### src/rtl/frame_ser_pkg.sv
package frame_ser_pkg;

   // Kind of frame launched on an accepted strobe
   typedef enum logic {
      FK_DATA = 1'b0,
      FK_SYNC = 1'b1
   } frame_kind_e;

   // Marker levels that bracket every data frame
   localparam logic START_LVL = 1'b1;
   localparam logic STOP_LVL  = 1'b0;

endpackage

### src/rtl/fs_lock_timer.sv
module fs_lock_timer #(
   parameter int unsigned LOCK_WAIT = 2048
) (
   input  logic clk,
   input  logic rst_n,
   input  logic pwr_on,
   input  logic word_stb,
   output logic locked
);
   localparam int unsigned CW = $clog2(LOCK_WAIT + 1);

   logic [CW-1:0] cnt_q;

   assign locked = (cnt_q == CW'(LOCK_WAIT));

   always_ff @(posedge clk or negedge rst_n) begin
      if (!rst_n)
         cnt_q <= '0;
      else if (!pwr_on)
         cnt_q <= '0;
      else if (word_stb && !locked)
         cnt_q <= cnt_q + 1'b1;
   end
endmodule

### src/rtl/fs_sync_ctrl.sv
module fs_sync_ctrl
   import frame_ser_pkg::*;
#(
   parameter int unsigned SYNC_HOLD = 5,
   parameter int unsigned SYNC_MIN  = 1024
) (
   input  logic        clk,
   input  logic        rst_n,
   input  logic        clr,
   input  logic        take,
   input  logic        req,
   output frame_kind_e kind
);
   localparam int unsigned RW = $clog2(SYNC_HOLD + 1);
   localparam int unsigned BW = $clog2(SYNC_MIN + 1);

   logic [RW-1:0] run_q;   // consecutive strobes with a request, saturating
   logic [BW-1:0] sent_q;  // synchronization frames in the current burst
   logic          qual;
   logic          burst_open;

   assign qual       = req && (run_q == RW'(SYNC_HOLD - 1));
   assign burst_open = (sent_q != '0) && (sent_q < BW'(SYNC_MIN));
   assign kind       = (qual || burst_open) ? FK_SYNC : FK_DATA;

   always_ff @(posedge clk or negedge rst_n) begin
      if (!rst_n) begin
         run_q  <= '0;
         sent_q <= '0;
      end else if (clr) begin
         run_q  <= '0;
         sent_q <= '0;
      end else if (take) begin
         if (!req)
            run_q <= '0;
         else if (run_q != RW'(SYNC_HOLD - 1))
            run_q <= run_q + 1'b1;

         if (kind == FK_DATA)
            sent_q <= '0;
         else if (sent_q != BW'(SYNC_MIN))
            sent_q <= sent_q + 1'b1;
      end
   end
endmodule

### src/rtl/fs_frame_shifter.sv
module fs_frame_shifter
   import frame_ser_pkg::*;
#(
   parameter int unsigned PAYLOAD_W = 10,
   parameter bit          LSB_FIRST = 1'b1
) (
   input  logic                 clk,
   input  logic                 rst_n,
   input  logic                 clr,
   input  logic                 take,
   input  frame_kind_e          kind,
   input  logic [PAYLOAD_W-1:0] din,
   output logic                 ser_bit
);
   localparam int unsigned FW = PAYLOAD_W + 2;

   logic [FW-1:0] data_frame;
   logic [FW-1:0] sync_frame;
   logic [FW-1:0] sh_q;

   assign data_frame[0]    = START_LVL;
   assign data_frame[FW-1] = STOP_LVL;

   generate
      if (LSB_FIRST) begin : g_lsb_first
         assign data_frame[FW-2:1] = din;
      end else begin : g_msb_first
         for (genvar i = 0; i < PAYLOAD_W; i++) begin : g_bit
            assign data_frame[1+i] = din[PAYLOAD_W-1-i];
         end
      end

      for (genvar j = 0; j < FW; j++) begin : g_sync
         assign sync_frame[j] = (j < FW / 2) ? 1'b1 : 1'b0;
      end
   endgenerate

   always_ff @(posedge clk or negedge rst_n) begin
      if (!rst_n)
         sh_q <= '0;
      else if (clr)
         sh_q <= '0;
      else if (take)
         sh_q <= (kind == FK_SYNC) ? sync_frame : data_frame;
      else
         sh_q <= {1'b0, sh_q[FW-1:1]};
   end

   assign ser_bit = sh_q[0];
endmodule

### src/rtl/frame_serializer.sv
module frame_serializer
   import frame_ser_pkg::*;
#(
   parameter int unsigned PAYLOAD_W = 10,
   parameter int unsigned SYNC_HOLD = 5,
   parameter int unsigned SYNC_MIN  = 1024,
   parameter int unsigned LOCK_WAIT = 2048,
   parameter bit          LSB_FIRST = 1'b1
) (
   input  logic                 clk,
   input  logic                 rst_n,
   input  logic                 word_stb,
   input  logic [PAYLOAD_W-1:0] din,
   input  logic                 sync_req_a,
   input  logic                 sync_req_b,
   input  logic                 out_en,
   input  logic                 pwr_on,
   output logic                 ser_out,
   output logic                 ser_oe,
   output logic                 ready
);
   localparam int unsigned FRAME_W = PAYLOAD_W + 2;

   generate
      if (PAYLOAD_W < 1) begin : g_bad_payload
         $error("PAYLOAD_W must be at least 1");
      end
      if ((FRAME_W % 2) != 0) begin : g_bad_half
         $error("PAYLOAD_W must be even so the sync pattern splits in halves");
      end
      if (SYNC_HOLD < 1 || SYNC_MIN < 1 || LOCK_WAIT < 1) begin : g_bad_count
         $error("SYNC_HOLD, SYNC_MIN and LOCK_WAIT must be at least 1");
      end
   endgenerate

   logic        locked;
   logic        take;
   logic        pdown;
   frame_kind_e kind;

   assign pdown = !pwr_on;
   assign ready = pwr_on && locked;
   assign take  = word_stb && ready;

   fs_lock_timer #(
      .LOCK_WAIT (LOCK_WAIT)
   ) u_lock (
      .clk      (clk),
      .rst_n    (rst_n),
      .pwr_on   (pwr_on),
      .word_stb (word_stb),
      .locked   (locked)
   );

   fs_sync_ctrl #(
      .SYNC_HOLD (SYNC_HOLD),
      .SYNC_MIN  (SYNC_MIN)
   ) u_sync (
      .clk   (clk),
      .rst_n (rst_n),
      .clr   (pdown),
      .take  (take),
      .req   (sync_req_a || sync_req_b),
      .kind  (kind)
   );

   fs_frame_shifter #(
      .PAYLOAD_W (PAYLOAD_W),
      .LSB_FIRST (LSB_FIRST)
   ) u_shift (
      .clk     (clk),
      .rst_n   (rst_n),
      .clr     (pdown),
      .take    (take),
      .kind    (kind),
      .din     (din),
      .ser_bit (ser_out)
   );

   assign ser_oe = out_en && ready;
endmodule

### config.mk
export PLATFORM = sky130hd
export DESIGN_NAME = frame_serializer
export DESIGN_NICKNAME = d
export VERILOG_FILES = /design/src/rtl/frame_ser_pkg.sv /design/src/rtl/fs_lock_timer.sv /design/src/rtl/fs_sync_ctrl.sv /design/src/rtl/fs_frame_shifter.sv /design/src/rtl/frame_serializer.sv
export SDC_FILE = /design/constraint.sdc
export NUM_CORES = 1
export LEC_CHECK = 0
export BUFFER_PORTS_ARGS = -buffer_cell sky130_fd_sc_hd__buf_4
export CORE_UTILIZATION = 55
export CTS_CLUSTER_SIZE = 40
export DETAILED_ROUTE_END_ITERATION = 12
export MAX_ROUTING_LAYER = met4
export PLACE_DENSITY_LB_ADDON = 0.1
export SYNTH_ARGS = -nofsm -noshare
export SYNTH_HDL_FRONTEND = slang
export SYNTH_HIERARCHICAL = 1
export SYNTH_SLANG_ARGS = --single-unit
### constraint.sdc
create_clock -name clk -period 2.7 [get_ports clk]
set_clock_uncertainty 0.15 [all_clocks]
set_input_delay 0.27 -clock clk [delete_from_list [all_inputs] [get_ports clk]]
set_output_delay 0.27 -clock clk [all_outputs]
set_load 0.02 [all_outputs]
==> impl_metrics.env, run 1 <==
export IMPL_status="finished clean"
export IMPL_vdd_drop_max_uv=366
export IMPL_firstDrtPassIters=7
export IMPL_grt_first_pass_wirelength_um=7590
export IMPL_io_pin_count=20
export IMPL_final_common_cell="dfrtp_1"
export IMPL_cts_root_buf="clkbuf_8"
export IMPL_hold_depth=2
export IMPL_synth_seq_cells=37
export IMPL_synthMuxAreaShare_pct=0.480
export IMPL_synth_area_per_cell_sq_um=9.65
export IMPL_critPathBufInv=0
export IMPL_wl_per_cell_um=15.4
export IMPL_cts_tree="yes"
export IMPL_p_seq_share_pct=44.9
export IMPL_power_mw=1.28
export IMPL_rows=22
export IMPL_timing_slew_headroom_pct=68.6
export IMPL_power_frac_comb_pct=10.7
export IMPL_synth_compound_area_share_pct=19.7
export IMPL_grt_max_degree=38
export IMPL_maxCapViolations=0
export IMPL_post_cts_buffers=0
export IMPL_syn_area_sq_um=2080
export IMPL_vias=1771
export IMPL_clock_sinks=37
export IMPL_htree_num_levels=2
export IMPL_worst_path_dominant_cell_family="simple AND/OR/NAND/NOR gates"
export IMPL_min_path_type="in -> reg"
export IMPL_layout_drive_gt1_share_pct=21.4
export IMPL_drc=0
export IMPL_synthToLayoutAreaGrowth_pct=16.7
export IMPL_r2r_slack_ns=0.44
export IMPL_ys_seq_area_share_pct=44.4
export IMPL_clk_pin_slew_ns=0.07
export IMPL_design_core_area_sq_um=3660
export IMPL_crit_fanout=7
export IMPL_slowest_delay_ns=0.43
export IMPL_worstRegToRegCells=6
export IMPL_cts_path_max_buffers=2
export IMPL_worst_setup_path_end_kind="flop"
export IMPL_internal_power_uw=983
export IMPL_start_util_pct=56.9
export IMPL_dieArea_sq_um=4040
export IMPL_final_setup_viol_count=0
export IMPL_rr_startpoint="u_lock/cnt_q[9]$_DFFE_PN0P_"
export IMPL_syn_num_nets=239
export IMPL_final_cell_mix="dfrtp_1 (37), buf_4 (22), nor2_1 (19)"
export IMPL_vias_per_cell=6.09
export IMPL_synth_xor_area_share_pct=0.840
export IMPL_synthDistinctLibCells=52
export IMPL_synth_simple_area_share_pct=27.5
export IMPL_worstPathRequired_ns=2.75
export IMPL_ys_flop_type="dfrtp_1"
export IMPL_antenna_cells=0
export IMPL_fp_dieW_um=63.6
export IMPL_syn_inst=216
export IMPL_io_buffers=19
export IMPL_finalCritPeriodShare_pct=83.8
export IMPL_tns_ns=0
export IMPL_insertion_delay_ns=0.29
export IMPL_arrival_ns=2.31
export IMPL_first_iter_violations=243
export IMPL_cts_inserted_buffers=5
export IMPL_crit_slowest_cell="dfrtp_1"
export IMPL_min_to="u_shift/sh_q[9]$_DFF_PN0_"
export IMPL_p_leak_nw=1.03
export IMPL_place_gp_congestion=0.900
export IMPL_synth_top_family_by_area="simple AND/OR/NAND/NOR gates"
export IMPL_die_y_um=63.6
export IMPL_async_flop_share_pct=100
export IMPL_synth_edf_count=0
export IMPL_overflow=0
export IMPL_antenna_found_initial=0
export IMPL_final_nets=265
export IMPL_switching_share_pct=23.3
export IMPL_synth_top_area_share_pct=44.4
export IMPL_cellPowerDensity_nw_per_um2=527
export IMPL_track_usage_pct=25.0
export IMPL_slew_violations=0
export IMPL_yosys_warnings=6
export IMPL_switchingPower_uw=299
export IMPL_rsz0062_at_grt="no"
export IMPL_hold_start="din[8]"
export IMPL_crit_chain="nor4_2, and4_1, and3_1, a21o_2, nand2b_1, o31ai_1"
export IMPL_grt_pass1_vias=1662
export IMPL_hold_viol_final=0
export IMPL_critPathKind="reg -> reg"
export IMPL_min_period_ns=2.26
export IMPL_start_kind="flop"
export IMPL_fmaxAchievable_mhz=442
export IMPL_yosysTopAreaCell="dfrtp_1"
export IMPL_finalWirelength_um=4470
export IMPL_post_dp_hpwl_um=3120
export IMPL_synth_top_cells_by_area="dfrtp_1 (44%), ha_1 (3.6%), nor2_1 (3.4%), o21ai_0 (3.1%), nand3_1 (2.6%)"
export IMPL_p_clk_share_pct=44.4
export IMPL_synthAdderAreaFrac_pct=3.60
export IMPL_worstMarginPinSlew_ns=0.471
export IMPL_reg2reg_to="u_sync/sent_q[3]$_DFFE_PN0P_"
export IMPL_ant_nets=0
==> routing by layer <==
metal / part of all wire, % / up-vias / GRT usage, %
met5: 0 / - / -
met3: 4.3 / 7 / 5.25
li1: - / 860 / -
met4: 1.2 / 0 / 8.24
met2: 52 / 47 / 42.2
met1: 42 / 857 / 29.6
==> what timing repair did <==
| action | in CTS | in global routing |
|---|---|---|
| hold endpoints to repair | 37 | 0 |
| resized for setup | 0 | 1 |
| setup endpoints to repair | 0 | 1 |
| hold buffers | 1 | 0 |
==> sequential cells by signal, summed over array words and instances, names as in the netlist <==
signal,count
u_shift/sh_q,11
u_lock/cnt_q,12
u_sync/run_q,3
u_sync/sent_q,11
==> cell usage after synthesis, types with 2 or more instances <==
cell and count:
o31ai_1 6, a211oi_2 4, or4_1 6, a21oi_1 10
dfrtp_1 37, and2_1 2, nand4_1 7, or3_1 3
a22o_1 6, nand2b_1 3, nor2b_1 2, and4_1 2
inv_1 11, nor3_1 6, nor3b_1 3, nand3_1 11
nand2_1 13, and3_1 4, xor2_1 2, nor4_1 2
a32o_1 3, nor2_2 5, ha_1 6, o21ai_0 13
a211oi_1 2, and3_2 2, nor2_1 19, clkbuf_1 2
==> through the flow <==
step / setup slack [ns] / util (%) / area (sq um) / hold slack [ns] / std cells
final: 0.439 / 66.5 / 2430 / 0.0686 / 291
after global routing: 0.156 / 66.5 / 2430 / 0.0678 / 291
after CTS: 0.329 / 66.3 / 2430 / 0.0655 / 291
after detailed placement: 0.334 / 62.4 / 2280 / 0.116 / 282
after global placement: 0.415 / 62.4 / 2280 / 0.0995 / 282
after floorplan: 0.532 / - / 2080 / -0.176 / 216
==> area by class of cell <==
type	instances	area (sq um)
inverter	12	45.0
clock inverter	3	65.1
fill	296	1230
timing repair buffer	23	175
clock buffer	5	68.8
sequential	37	926
tap	48	60.1
multi-input combinational	163	1090
==> power by group through the flow <==
stage	registers, mW	logic [mW]	clock network, mW
finish	0.576	0.137	0.569
CTS	0.575	0.139	0.585
detailed placement	0.585	0.137	0
global placement	0.585	0.131	0
global route	0.577	0.154	0.599
floorplan	0.583	0.0787	0
==> cell families (layout without fill, tap and decap cells) <==
kind of cell             Yosys count  after routing
AO/OA/AOI/OAI                     55             55
flip-flops                        37             37
multiplexers                       1              1
AND/OR/NAND/NOR                   99             99
buffers and inverters             16             43
XOR/XNOR                           2              2
adder cells (fa/ha/maj)            6              6
==> worst max-delay path by stage <==
| stage | from | to | slack [ns] | cells past startpoint |
|---|---|---|---|---|
| finish | u_lock/cnt_q[9]$_DFFE_PN0P_ | u_sync/sent_q[3]$_DFFE_PN0P_ | 0.44 | 6 |
| global route | u_lock/cnt_q[8]$_DFFE_PN0P_ | u_sync/sent_q[3]$_DFFE_PN0P_ | 0.16 | 6 |
| CTS | u_lock/cnt_q[8]$_DFFE_PN0P_ | u_sync/sent_q[3]$_DFFE_PN0P_ | 0.33 | 6 |
| detailed placement | u_lock/cnt_q[8]$_DFFE_PN0P_ | u_sync/sent_q[3]$_DFFE_PN0P_ | 0.33 | 6 |
| global placement | u_lock/cnt_q[8]$_DFFE_PN0P_ | u_sync/sent_q[3]$_DFFE_PN0P_ | 0.41 | 6 |
| floorplan | u_lock/cnt_q[9]$_DFFE_PN0P_ | u_sync/sent_q[4]$_DFFE_PN0P_ | 0.53 | 6 |
Power figures use the tool's default switching activity.
==> inputs of run 2 (changes only) <==
Clock period 2.7 ns to 2.3 ns, I/O delays scaled along.
==> run 2 against run 1 <==
Against the previous run: final area is 0.62% higher; register-to-register slack worse by 0.29 ns; fmax is 5.1% higher; global-route usage is 1.4 points higher; clock-buffer cell count stayed put; core utilization is 0.41 points higher; hold slack worse by 0.044 ns; critical path type unchanged; critical endpoint is now u_sync/sent_q[6]$_DFFE_PN0P_; largest power group unchanged; highest routed layer unchanged.
==> impl_metrics.env, run 2 (same netlist as run 1, synthesis figures left out) <==
export IMPL_status="finished clean"
export IMPL_min_period_ns=2.15
export IMPL_insertion_delay_ns=0.30
export IMPL_final_nets=271
export IMPL_slew_violations=0
export IMPL_rsz0062_at_grt="no"
export IMPL_dieArea_sq_um=4040
export IMPL_vias=1820
export IMPL_clk_pin_slew_ns=0.08
export IMPL_clock_sinks=37
export IMPL_track_usage_pct=26.4
export IMPL_fmaxAchievable_mhz=465
export IMPL_critPathKind="reg -> reg"
export IMPL_finalWirelength_um=4700
export IMPL_largest_reg_flops=12
export IMPL_rows=22
export IMPL_post_dp_hpwl_um=3240
export IMPL_design_core_area_sq_um=3660
export IMPL_finalCritPeriodShare_pct=93.6
export IMPL_final_common_cell="dfrtp_1"
export IMPL_start_kind="flop"
export IMPL_grt_max_degree=38
export IMPL_htree_num_levels=2
export IMPL_largest_register="u_lock/cnt_q"
export IMPL_grt_pass1_vias=1799
export IMPL_slowest_delay_ns=0.41
export IMPL_vdd_drop_max_uv=324
export IMPL_worst_path_dominant_cell_family="simple AND/OR/NAND/NOR gates"
export IMPL_overflow=0
export IMPL_cts_root_buf="clkbuf_8"
export IMPL_p_leak_nw=1.04
export IMPL_hold_viol_final=0
export IMPL_io_buffers=19
export IMPL_fp_dieW_um=63.6
export IMPL_cts_inserted_buffers=5
export IMPL_crit_fanout=7
export IMPL_io_pin_count=20
export IMPL_antenna_cells=0
export IMPL_maxCapViolations=0
export IMPL_vias_per_cell=6.13
export IMPL_final_setup_viol_count=0
export IMPL_fin_util_pct=66.9
export IMPL_worstPathRequired_ns=2.33
export IMPL_worstMarginPinSlew_ns=0.479
export IMPL_tns_ns=0
export IMPL_place_gp_congestion=0.866
export IMPL_grt_first_pass_wirelength_um=8070
export IMPL_crit_chain="inv_1, ha_1, and2_1, and4_1, and3_2, a21oi_4, nor2_2, a221o_1"
export IMPL_layout_drive_gt1_share_pct=24.5
export IMPL_critPathBufInv=1
export IMPL_antenna_found_initial=0
export IMPL_start_util_pct=56.9
export IMPL_final_cell_mix="dfrtp_1 (36), buf_4 (27), nor2_1 (19)"
export IMPL_min_path_type="in -> reg"
export IMPL_dp_cells=288
export IMPL_fillers=288
export IMPL_worst_setup_path_end_kind="flop"
export IMPL_arrival_ns=2.18
export IMPL_post_cts_buffers=0
export IMPL_crit_slowest_cell="dfrtp_2"
export IMPL_ant_nets=0
export IMPL_fin_cells=297
export IMPL_cts_tree="yes"
export IMPL_wl_per_cell_um=15.8
export IMPL_top_regs="u_lock/cnt_q (12), u_shift/sh_q (11), u_sync/sent_q (11)"
export IMPL_cts_path_max_buffers=2
export IMPL_die_y_um=63.6
export IMPL_synthToLayoutAreaGrowth_pct=17.5
export IMPL_firstDrtPassIters=4
export IMPL_drc=0
export IMPL_timing_slew_headroom_pct=68.1
export IMPL_cellPowerDensity_nw_per_um2=532
export IMPL_first_iter_violations=126
==> run 2: repair_timing <==
| action | in CTS | in global routing |
|---|---|---|
| setup endpoints to repair | 0 | 20 |
| gates resized for setup | 0 | 6 |
| hold buffers | 1 | 0 |
| endpoints found under the hold margin | 37 | 0 |
==> run 2: worst paths after layout <==
| path | startpoint | to | slack [ns] | cells past startpoint |
|---|---|---|---|---|
| max in group asynchronous | rst_n | u_lock/cnt_q[0]$_DFFE_PN0P_ | 1.37 | 2 |
| max reg2reg | u_lock/cnt_q[0]$_DFFE_PN0P_ | u_sync/sent_q[6]$_DFFE_PN0P_ | 0.15 | 8 |
| min reg2reg | u_shift/sh_q[9]$_DFF_PN0_ | u_shift/sh_q[8]$_DFF_PN0_ | 0.33 | 1 |
| max | u_lock/cnt_q[0]$_DFFE_PN0P_ | u_sync/sent_q[6]$_DFFE_PN0P_ | 0.15 | 8 |
| min | din[8] | u_shift/sh_q[9]$_DFF_PN0_ | 0.02 | 2 |
| min in group asynchronous | rst_n | u_shift/sh_q[5]$_DFF_PN0_ | 0.27 | 2 |
==> run 2: per-stage QoR <==
stage / power (mW) / cell area, sq um / setup WS (ns) / hold slack (ns)
after floorplan: 0.776 / 2080 / 0.132 / -0.216
after global placement: 0.845 / 2330 / 0.166 / 0.0606
final: 1.30 / 2450 / 0.147 / 0.0244
after global routing: 1.36 / 2450 / 0.0167 / 0.0154
after detailed placement: 0.855 / 2330 / 0.0583 / 0.0692
after CTS: 1.31 / 2420 / 0.0308 / 0.0179
==> run 2: layout make-up <==
| type | count | area, sq um | share of cell area [%] |
|---|---|---|---|
| multi-input cells | 163 | 1110 | 45.2 |
| repair buffers | 29 | 224 | 9.15 |
| clock inverters | 3 | 17.5 | 0.715 |
| inverters | 12 | 45.0 | 1.84 |
| flip-flops and latches | 37 | 927 | 37.9 |
| clock buffers | 5 | 68.8 | 2.81 |
| well taps | 48 | 60.1 | 2.45 |
==> run 2: power by group <==
part | switching (mW) | total, mW | internal, mW
clock network | 0.244 | 0.453 | 0.209
logic | 0.108 | 0.178 | 0.0709
registers | 0.0118 | 0.671 | 0.660
total | 0.363 | 1.30 | 0.940
==> run 2: layer usage <==
layer | wire (um) | GRT usage, %
met1 | 2020 | 30.3
met2 | 2420 | 43.4
met3 | 193 | 6.16
met4 | 72 | 12.2
met5 | 0 | -
